[src/rtl/dbgm_pkg.sv]
package dbgm_pkg;

  typedef enum logic [1:0] {
    KIND_EXEC   = 2'b00,
    KIND_WRITE  = 2'b01,
    KIND_PORT   = 2'b10,
    KIND_ACCESS = 2'b11
  } watch_kind_e;

  localparam logic [2:0] SEL_CTRL = 3'd4;
  localparam logic [2:0] SEL_STAT = 3'd5;

  localparam int KIND_LSB = 16;
  localparam int LEN_LSB  = 18;
  localparam int FLD_STEP = 4;

  // length code to byte count of the watch window
  function automatic logic [3:0] span_bytes(input logic [1:0] code);
    case (code)
      2'b00:   span_bytes = 4'd1;
      2'b01:   span_bytes = 4'd2;
      2'b11:   span_bytes = 4'd4;
      default: span_bytes = 4'd8;
    endcase
  endfunction

endpackage

[src/rtl/dbgm_slot.sv]
module dbgm_slot
  import dbgm_pkg::*;
#(
  parameter int AW = 32
) (
  input  logic          clk,
  input  logic          rst_n,
  input  logic [AW-1:0] watch_addr,
  input  watch_kind_e   kind,
  input  logic [1:0]    len_code,
  input  logic [AW-1:0] ip,
  input  logic          dvalid,
  input  logic [AW-1:0] daddr,
  input  logic [3:0]    dbytes,
  input  logic          dwrite,
  output logic          hit
);

  localparam int XW = AW + 1;

  logic [3:0]    span;
  logic [XW-1:0] win_mask;
  logic [XW-1:0] win_lo, win_hi, acc_lo, acc_hi;
  logic          overlap;

  assign span     = span_bytes(len_code);
  assign win_mask = ~(XW'(span) - XW'(1));
  assign win_lo   = {1'b0, watch_addr} & win_mask;
  assign win_hi   = win_lo + XW'(span) - XW'(1);
  assign acc_lo   = {1'b0, daddr};
  assign acc_hi   = acc_lo + XW'(dbytes) - XW'(1);
  // extra top bit keeps the range ends from wrapping
  assign overlap  = (acc_lo <= win_hi) && (win_lo <= acc_hi);

  always_comb begin
    case (kind)
      KIND_EXEC:   hit = (watch_addr == ip);
      KIND_WRITE:  hit = dvalid && dwrite && overlap;
      KIND_ACCESS: hit = dvalid && overlap;
      default:     hit = 1'b0;
    endcase
  end

  assert_port_never_R6: assert property (@(posedge clk) disable iff (!rst_n)
    (kind == KIND_PORT) |-> !hit)
    else $error("port-kind slot reported a hit");

  assert_exec_addr_R3: assert property (@(posedge clk) disable iff (!rst_n)
    (hit && kind == KIND_EXEC) |-> (watch_addr == ip))
    else $error("instruction slot hit on a different address");

  assert_write_only_R4: assert property (@(posedge clk) disable iff (!rst_n)
    (hit && kind == KIND_WRITE) |-> (dvalid && dwrite))
    else $error("write slot hit without a write access");

endmodule

[src/rtl/dbgm_status.sv]
module dbgm_status #(
  parameter int DW    = 32,
  parameter int NSLOT = 4
) (
  input  logic             clk,
  input  logic             rst_n,
  input  logic             st_we,
  input  logic [DW-1:0]    st_wdata,
  input  logic             fire,
  input  logic             force_upd,
  input  logic [NSLOT-1:0] hit,
  input  logic [NSLOT-1:0] en,
  output logic [DW-1:0]    status,
  output logic             trap
);

  logic any_en;
  assign any_en = |(hit & en);

  always_ff @(posedge clk) begin
    if (!rst_n) begin
      status <= '0;
      trap   <= 1'b0;
    end else begin
      trap <= fire && any_en;
      if (st_we)
        status <= st_wdata;
      else if (fire && (any_en || force_upd))
        status <= {status[DW-1:NSLOT], hit};
    end
  end

  assert_trap_after_event_R10: assert property (@(posedge clk) disable iff (!rst_n)
    trap |-> $past(fire))
    else $error("trap without an accepted event");

  assert_trap_has_hits_R8: assert property (@(posedge clk) disable iff (!rst_n)
    trap |-> (status[NSLOT-1:0] != '0))
    else $error("trap with an empty hit nibble");

  assert_quiet_hold_R9: assert property (@(posedge clk) disable iff (!rst_n)
    (!st_we && !(fire && (force_upd || any_en))) |=> $stable(status))
    else $error("status changed without a commit or write");

endmodule

[src/rtl/dbg_bp_matcher.sv]
module dbg_bp_matcher
  import dbgm_pkg::*;
#(
  parameter int AW    = 32,
  parameter int DW    = 32,
  parameter int NSLOT = 4
) (
  input  logic          clk,
  input  logic          rst_n,
  input  logic          cfg_we,
  input  logic [2:0]    cfg_sel,
  input  logic [DW-1:0] cfg_wdata,
  input  logic          evt_valid,
  output logic          evt_ready,
  input  logic [AW-1:0] evt_ip,
  input  logic          evt_dvalid,
  input  logic [AW-1:0] evt_daddr,
  input  logic [1:0]    evt_dsize,
  input  logic          evt_dwrite,
  input  logic          evt_force,
  output logic [DW-1:0] dbg_status,
  output logic          dbg_trap
);

  localparam int ENW  = 2 * NSLOT;
  localparam int FLDW = FLD_STEP * NSLOT;

  logic [AW-1:0]    waddr [NSLOT];
  logic [ENW-1:0]   en_bits;
  logic [FLDW-1:0]  fld_bits;
  logic [NSLOT-1:0] hit, en;
  logic [3:0]       dbytes;
  logic             fire;

  assign evt_ready = !cfg_we;
  assign fire      = evt_valid && evt_ready;
  assign dbytes    = 4'd1 << evt_dsize;

  always_ff @(posedge clk) begin
    if (!rst_n) begin
      en_bits  <= '0;
      fld_bits <= '0;
    end else if (cfg_we && cfg_sel == SEL_CTRL) begin
      en_bits  <= cfg_wdata[ENW-1:0];
      fld_bits <= cfg_wdata[KIND_LSB +: FLDW];
    end
  end

  for (genvar gi = 0; gi < NSLOT; gi++) begin : g_slot
    always_ff @(posedge clk) begin
      if (!rst_n)
        waddr[gi] <= '0;
      else if (cfg_we && cfg_sel == 3'(gi))
        waddr[gi] <= AW'(cfg_wdata);
    end

    assign en[gi] = en_bits[2*gi] | en_bits[2*gi+1];

    dbgm_slot #(.AW(AW)) u_slot (
      .clk        (clk),
      .rst_n      (rst_n),
      .watch_addr (waddr[gi]),
      .kind       (watch_kind_e'(fld_bits[FLD_STEP*gi +: 2])),
      .len_code   (fld_bits[FLD_STEP*gi + (LEN_LSB - KIND_LSB) +: 2]),
      .ip         (evt_ip),
      .dvalid     (evt_dvalid),
      .daddr      (evt_daddr),
      .dbytes     (dbytes),
      .dwrite     (evt_dwrite),
      .hit        (hit[gi])
    );
  end

  dbgm_status #(.DW(DW), .NSLOT(NSLOT)) u_status (
    .clk       (clk),
    .rst_n     (rst_n),
    .st_we     (cfg_we && cfg_sel == SEL_STAT),
    .st_wdata  (cfg_wdata),
    .fire      (fire),
    .force_upd (evt_force),
    .hit       (hit),
    .en        (en),
    .status    (dbg_status),
    .trap      (dbg_trap)
  );

  assert_stall_no_trap_R11: assert property (@(posedge clk) disable iff (!rst_n)
    (evt_valid && cfg_we && cfg_sel != SEL_STAT) |=> (!dbg_trap && $stable(dbg_status)))
    else $error("stalled event left a trace");

endmodule

[config.mk]
export PLATFORM = sky130hd
export DESIGN_NAME = dbg_bp_matcher
export DESIGN_NICKNAME = d
export VERILOG_FILES = /design/src/rtl/dbgm_pkg.sv /design/src/rtl/dbgm_slot.sv /design/src/rtl/dbgm_status.sv /design/src/rtl/dbg_bp_matcher.sv
export SDC_FILE = /design/constraint.sdc
export NUM_CORES = 1
export LEC_CHECK = 0
export BUFFER_PORTS_ARGS = -buffer_cell sky130_fd_sc_hd__buf_4
export CORE_AREA = 2 2 194 196
export CTS_BUF_LIST = sky130_fd_sc_hd__clkbuf_16
export CTS_CLUSTER_DIAMETER = 100
export DETAILED_ROUTE_END_ITERATION = 12
export DIE_AREA = 0 0 196 198
export GPL_TIMING_DRIVEN = 0
export PLACE_DENSITY = 0.86
export SLEW_MARGIN = 20
export SYNTH_ARGS = -nofsm -noshare
export SYNTH_HDL_FRONTEND = slang
export SYNTH_SLANG_ARGS = --single-unit
export TNS_END_PERCENT = 50
[constraint.sdc]
create_clock -name clk -period 9.89 [get_ports clk]
set_input_delay 1.978 -clock clk [delete_from_list [all_inputs] [get_ports clk]]
set_output_delay 1.978 -clock clk [all_outputs]
set_load 0.03 [all_outputs]
---- Word-level counts from Yosys, hierarchy flattened ----
Memories as Yosys holds them, arrays and structs flattened.
Cells that the tools add are included.
word-level totals
  memories kept ........................... 1
  bits in writable memories ............... 128
  bits in latches ......................... 0
  bits in read-only memories .............. 0
  logic and storage cells ................. 133
  output and inout port bits .............. 34
  bits in registers ....................... 57
  input port bits ......................... 108
cells by class
  $lt $le $gt $ge ......................... 8
  reduce and logical (&&, ||, !) cells .... 35
  multipliers ............................. 0
  add/subtract/negate cells ............... 14
  mux-type cells .......................... 27
  div/mod/pow operators ................... 0
  shift-type cells ........................ 1
  bitwise gates (word level) .............. 17
  equality and inequality tests ........... 25
memory list
  memory  words  bits a word  read ports  clocked after Yosys merged registers in  write ports  RTL line              text
  waddr   4      32           4           0                                        4            dbg_bp_matcher.sv:28  logic [AW-1:0] waddr [NSLOT];
operator list
  operator                                            number
  subtractor 33 x 1 -> 33 bit, second input constant  5
  2-to-1 mux 32 bit                                   5
  adder 33 x 4 -> 33 bit                              4
  bitwise AND 32 x 33 -> 33 bit                       4
  <= comparator 32 x 33 -> 1 bit                      4
  <= comparator 33 bit                                4
  NOT 33 bit                                          4
  == test 32 bit                                      4
  one-hot mux 4 bit (3 select lines)                  4
  adder 32 x 4 -> 33 bit                              1
  logical AND 1 bit                                   22
  subtractor 4 x 1 -> 5 bit, second input constant    4
  == test 2 x 1 -> 1 bit, second input constant       8
  == test 2 bit, second input constant                8
  zero test 2 bit                                     8
  2-to-1 mux 1 bit                                    13
  one-hot mux 1 bit (3 select lines)                  4
  bitwise OR 1 bit                                    8
  == test 3 x 2 -> 1 bit, second input constant       2
  == test 3 bit, second input constant                2
  bitwise AND 4 bit                                   1
  2-to-1 mux 4 bit                                    1
  OR reduction 4 bit                                  1
  left shift 1 x 2 -> 4 bit, first input constant     1
  5 further kinds                                     5

---- Longest topological paths before layout ----
  depth in word-level cells ............... 17
  gate-level depth with buffers ........... 28
  depth with buffers taken out ............ 28

---- By module ----
A second synthesis with hierarchy kept.
unflattened totals
  cell total of the unflattened synthesis .. 3481
  area total of the unflattened synthesis .. 27791.7 um2
modules (own cells, without submodules)
  module                            area an instance (um2)  seq. area each (um2)  times used  cells an instance
  dbgm_slot (g_slot[1].u_slot ...)  5113.7                  0.0                   2           720
  dbg_bp_matcher                    5759.3                  4324.1                1           447
  dbgm_slot (g_slot[0].u_slot)      5370.2                  0.0                   1           747
  dbgm_slot (g_slot[3].u_slot)      5152.4                  0.0                   1           726
  dbgm_status                       1282.5                  660.6                 1           121

---- Worst setup path after synthesis ----
OpenSTA, ideal clock, no wires.
  path kind ............................... input to register
  start point ............................. in evt_dsize[1]
  end point ............................... reg u_status.status[2]
  data required time ...................... 9.769 ns
  path buffers ............................ 0
  library setup time ...................... 0.121 ns
  data arrival time ....................... 7.484 ns
  stages .................................. 27
  setup slack ............................. 2.285 ns
  cells stage by stage .................... nand2b_1 ha_1 inv_1 ha_1 fa_1 a21o_1 a21oi_1 nand2b_1 a211oi_1 o41ai_2 o211ai_1 a31oi_1 o21ai_0 and2_1 o41ai_1 xor2_1 ha_1 nand4_1 and3b_1 and3b_1 mux2_2 nor3_1 a221oi_1 a211oi_2 o211ai_2 o31ai_4 mux2_4
between the ends
  cells in the longest elaborated chain, start to end .. 12
  elaborated cells between the ends (all ways) .. 30
  classes of those cells .................. add/sub: 2; order compare: 4; shift: 1; mux: 6; bitwise: 1; reduce/logical: 16
RTL lines
  item                                  RTL line                          text
  start, declared                       dbg_bp_matcher.sv:18              input logic [1:0] evt_dsize,
  left shift 1 x 2 -> 4 bit *           dbg_bp_matcher.sv:37              assign dbytes = 4'd1 << evt_dsize;
  adder 32 x 4 -> 33 bit *              dbgm_slot.sv:31                   assign acc_hi = acc_lo + XW'(dbytes) - XW'(1);
  subtractor 33 x 1 -> 33 bit *         dbgm_slot.sv:31
  <= comparator 33 bit                  dbgm_slot.sv:33                   assign overlap = (acc_lo <= win_hi) && (win_lo <= acc_hi);
  logical AND 1 bit                     dbgm_slot.sv:33
  logical AND 1 bit (on tied branches)  dbgm_slot.sv:39, dbgm_slot.sv:38
  one-hot mux 1 bit (3 select lines)    dbgm_slot.sv:36                   case (kind)
  bitwise AND 4 bit                     dbgm_status.sv:18                 assign any_en = |(hit & en);
  OR reduction 4 bit                    dbgm_status.sv:18
  logical OR 1 bit                      dbgm_status.sv:28                 else if (fire && (any_en || force_upd))
  logical AND 1 bit                     dbgm_status.sv:28
  nonzero test 2 bit (no source line)   -
  end signal, assigned                  dbgm_status.sv:27                 status <= st_wdata;
  end signal, assigned                  dbgm_status.sv:29                 status <= {status[DW-1:NSLOT], hit};
  end, declared                         dbgm_status.sv:13                 output logic [DW-1:0] status,
Every way passes the cells marked *; elsewhere a longest branch is shown, timed or not. The select of a mux whose other input is x is not followed.
A chain may end at the register's enable or synchronous reset.

---- Final worst setup path ----
  start point ............................. in evt_daddr[0]
  end point ............................... reg u_status.status[2]
between the ends
  cells in the longest elaborated chain, start to end .. 11
  elaborated cells between the ends (all ways) .. 33
  classes of those cells .................. add/sub: 2; order compare: 8; mux: 6; bitwise: 1; reduce/logical: 16
RTL lines
  item                                  RTL line                          text
  start, declared                       dbg_bp_matcher.sv:17              input logic [AW-1:0] evt_daddr,
  adder 32 x 4 -> 33 bit                dbgm_slot.sv:31
  subtractor 33 x 1 -> 33 bit           dbgm_slot.sv:31
  <= comparator 33 bit                  dbgm_slot.sv:33
  logical AND 1 bit                     dbgm_slot.sv:33
  logical AND 1 bit (on tied branches)  dbgm_slot.sv:39, dbgm_slot.sv:38
  one-hot mux 1 bit (3 select lines)    dbgm_slot.sv:36
  bitwise AND 4 bit                     dbgm_status.sv:18
  OR reduction 4 bit                    dbgm_status.sv:18
  logical OR 1 bit                      dbgm_status.sv:28
  logical AND 1 bit                     dbgm_status.sv:28
  nonzero test 2 bit (no source line)   -
Several ways; a longest one is shown, not always the timed one. The select of a mux whose other input is x is not followed.

==> results.yml <==
routing:
  routed-wl-met3_um: 7140
  vias: 22100
  dr.pass1.iters: 7
  wl_per_cell_um: 23.7
  dr.max_layer_used: "met5"
  dr_wl_met2_um: 37300
  wl_um: 80700
  drt-met1-wl_um: 30400
  ant_nets: 0
  drc: 0
  via_per_inst: 6.47
  drtIter0Drc: 1700
layout:
  final_nets: 3459
  syn_to_final_growth_pct: 10.9
  fin_area_um2: 25300
  num-fill-cells: 2975
  antennaDiodeCount: 0
  drive_gt1_frac: 0.0705
cts:
  tritoncts: "yes"
  post_cts_buffers: 0
  path_clk_slew_ps: 60
  clock-root-buffer: "clkbuf_16"
  cts_buffers: 25
  worstSkewPairLatency_ps: 490
  clkSinkCount: 185
  clockBufferDepth: 3
  htree_levels: 4
place:
  place_congestion: 1.06
  port_buffers: 136
  dp_hpwl_um: 68500
  dpl_cell_area_um2: 24500
setup_path:
  critPathSlowestCell: "nor4_1"
  ff2ff_setup_slack_ps: 1690
  critPathKind: "in -> reg"
  critPathLaunch: "evt_daddr[0]"
  reg2reg_depth: 26
  start_kind: "input port"
  cp_common_cell: "a21oi_1"
  critPathCapture: "u_status.status[2]$_SDFFE_PN0P_"
  critPathMaxStageDelay_ps: 670
  rr_startpoint: "fld_bits[2]$_SDFFE_PN0P_"
  rr_endpoint: "u_status.status[2]$_SDFFE_PN0P_"
  crit_fanout: 5
  critPathRequiredTime_ps: 10260
  worstSetupEndpointType: "flip-flop"
  cp.arrival_ps: 9980
timing:
  drv_slew: 0
  max_slew_margin: 0.208
  final.min_clock_period_ps: 9610
  fin_skew_ps: 18.4
  fin_crit_sh: 0.972
  setup_viol: 0
  fin_hold_ws_ps: 457
  timing.fmax_mhz: 104
  final_hold_viol_count: 0
  tightest_slew_ps: 1160
  rsz0062_at_grt: "no"
flow_run:
  cap_violations: 0
global_route:
  grt_pass1_wl_um: 119000
  grtUsageTotal: 0.411
  gr-total-overflow: 0
  antenna_found_initial: 3
  grt_pass1_vias: 21500
  grt_max_degree: 19
synth:
  yosysUniqueCellTypes: 80
  synth.most_common_cell: "ha_1"
  synth_area_leaders: "ha_1 23%, edfxtp_1 17%, a21oi_1 5.9%"
  ys_seq_area_frac: 0.219
  syn_avg_cell_area_um2: 8.24
  async_reset_ff_frac: 0
  yosys_most_used_dff: "edfxtp_1"
  syn_inst: 2764
  synth_edf_count: 128
  synthTopCellsByCount: "415 x ha_1, 269 x a21oi_1, 232 x nand2_1"
  yosys.area.top_type_share: 0.228
  synth_warnings: 0
  syn_area_um2: 22800
  yosysTopAreaCell: "ha_1"
  yosys_register_bits: 185
  synth_fp_nets: 3292
floorplan:
  io_pins: 142
  die_h_um: 198
  design.core.area_um2: 37000
  fp.dieW_um: 196
  dieArea_um2: 38800
  rows: 71
  start_util: 0.616
power_and_ir_drop:
  p_comb_frac: 0.494
  ir_drop_v: 0.000165
  switching_share: 0.401
  intPower_mw: 2.07
  pwr-share-seq: 0.279
  leakage_nw: 11.4
  power.density_nw_per_um2: 137
  pwr-share-clk: 0.228
  power_switching_mw: 1.38
outcome:
  status: "complete, no violations"
hold_path:
  hold_class: "reg -> reg"
==> power by group through the flow <==
stage                     logic [mW]  registers, mW  clock network [mW]
final                           1.71          0.963               0.787
after global routing            1.88          0.964               0.814
after CTS                       1.67          0.956               0.785
after detailed placement        1.66          0.972                   0
after global placement          1.57          0.975                   0
after floorplan                 1.17          0.929                   0
==> timing repair <==
action	in CTS	in global routing
hold buffers	0	0
gates resized for setup	0	1
endpoints found under the setup margin	0	1
hold endpoints to repair	0	0
==> cell usage in the layout, fill, tap and decap left out, types with 14 or more instances in the layout <==
cell       synthesis  layout
ha_1             415     415
a21oi_1          269     269
nand2_1          232     231
inv_1            209     211
clkbuf_1         156     156
xnor2_1          150     150
and2_1           139     139
buf_4              0     136
edfxtp_1         128     128
xor2_1           124     123
nor2_1           116     116
a21o_1            96      96
o21ai_0           92      88
nand4_1           80      80
nand3_1           59      59
dfxtp_1           57      57
nor3_1            39      39
nand2b_1          38      38
nor2b_1           34      34
nor4_1            33      33
o21bai_1          27      27
o211ai_1          27      27
o21a_1            25      25
clkbuf_16          0      25
a211oi_1          20      20
a31oi_1           18      18
or3_1             14      14
==> state kept, by name, summed over array words and instances (netlist names) <==
| register | count |
|---|---|
| en_bits | 8 |
| fld_bits | 16 |
| u_status.status | 32 |
| u_status.trap | 1 |
| waddr | 128 |
==> kinds of logic after synthesis <==
kind of cell / Yosys count / share of synthesized area
DFF: 185 / 0.219
and+or+nand+nor: 831 / 0.187
buffers and inverters: 367 / 0.0609
adders and majority gates: 420 / 0.232
xor gates and xnor gates: 274 / 0.105
muxes: 6 / 0.00291
AOI/OAI and AO/OA: 681 / 0.193
==> through the flow <==
step	util	TNS (ps)	power (mW)	instances	worst slack, ps
floorplan	-	0	2.10	2764	2280
global placement	0.660	-35.4	2.54	3374	-35.4
detailed placement	0.664	-106	2.63	3378	-106
CTS	0.683	0	3.41	3410	382
global route	0.683	0	3.65	3410	15.4
finish	0.683	0	3.46	3410	280
==> worst max-delay path, delay by kind of cell <==
kind	cells	cell delay [ps]
xor gates and xnor gates	1	300
AOI/OAI and AO/OA	14	4030
buffers and inverters	3	470
adders and majority gates	4	1210
muxes	1	330
and+or+nand+nor	6	1670
==> worst min path at each step <==
| stage | depth (start not counted) | to | slack [ps] | from |
|---|---|---|---|---|
| 2_1_floorplan | 2 | en_bits[5]$_SDFFE_PN0P_ | 440 | en_bits[5]$_SDFFE_PN0P_ |
| 3_3_place_gp | 2 | en_bits[7]$_SDFFE_PN0P_ | 440 | en_bits[7]$_SDFFE_PN0P_ |
| 3_5_place_dp | 2 | u_status.status[7]$_SDFFE_PN0P_ | 450 | u_status.status[7]$_SDFFE_PN0P_ |
| 4_1_cts | 2 | en_bits[2]$_SDFFE_PN0P_ | 460 | en_bits[2]$_SDFFE_PN0P_ |
| 5_1_grt | 2 | u_status.status[17]$_SDFFE_PN0P_ | 480 | u_status.status[17]$_SDFFE_PN0P_ |
| 6_report | 2 | en_bits[2]$_SDFFE_PN0P_ | 460 | en_bits[2]$_SDFFE_PN0P_ |
==> final cells by class <==
type	instances	area (um2)	share of cell area
plain buffers	158	602	0.0238
clock buffers	25	626	0.0248
clock inverters	7	80.1	0.00317
inverters	209	785	0.0311
multi-input cells	2212	16500	0.652
flip-flops and latches	185	4980	0.197
well taps	474	593	0.0235
repair buffers	140	1130	0.0448
==> metal layers <==
layer  global-route usage  vias up
met4                0.276        2
met3               0.0491      254
li1                     -    10200
met2                0.698     1114
met5                    0        -
met1                0.492    10500
Note: power is estimated with default switching activity, not from simulation.
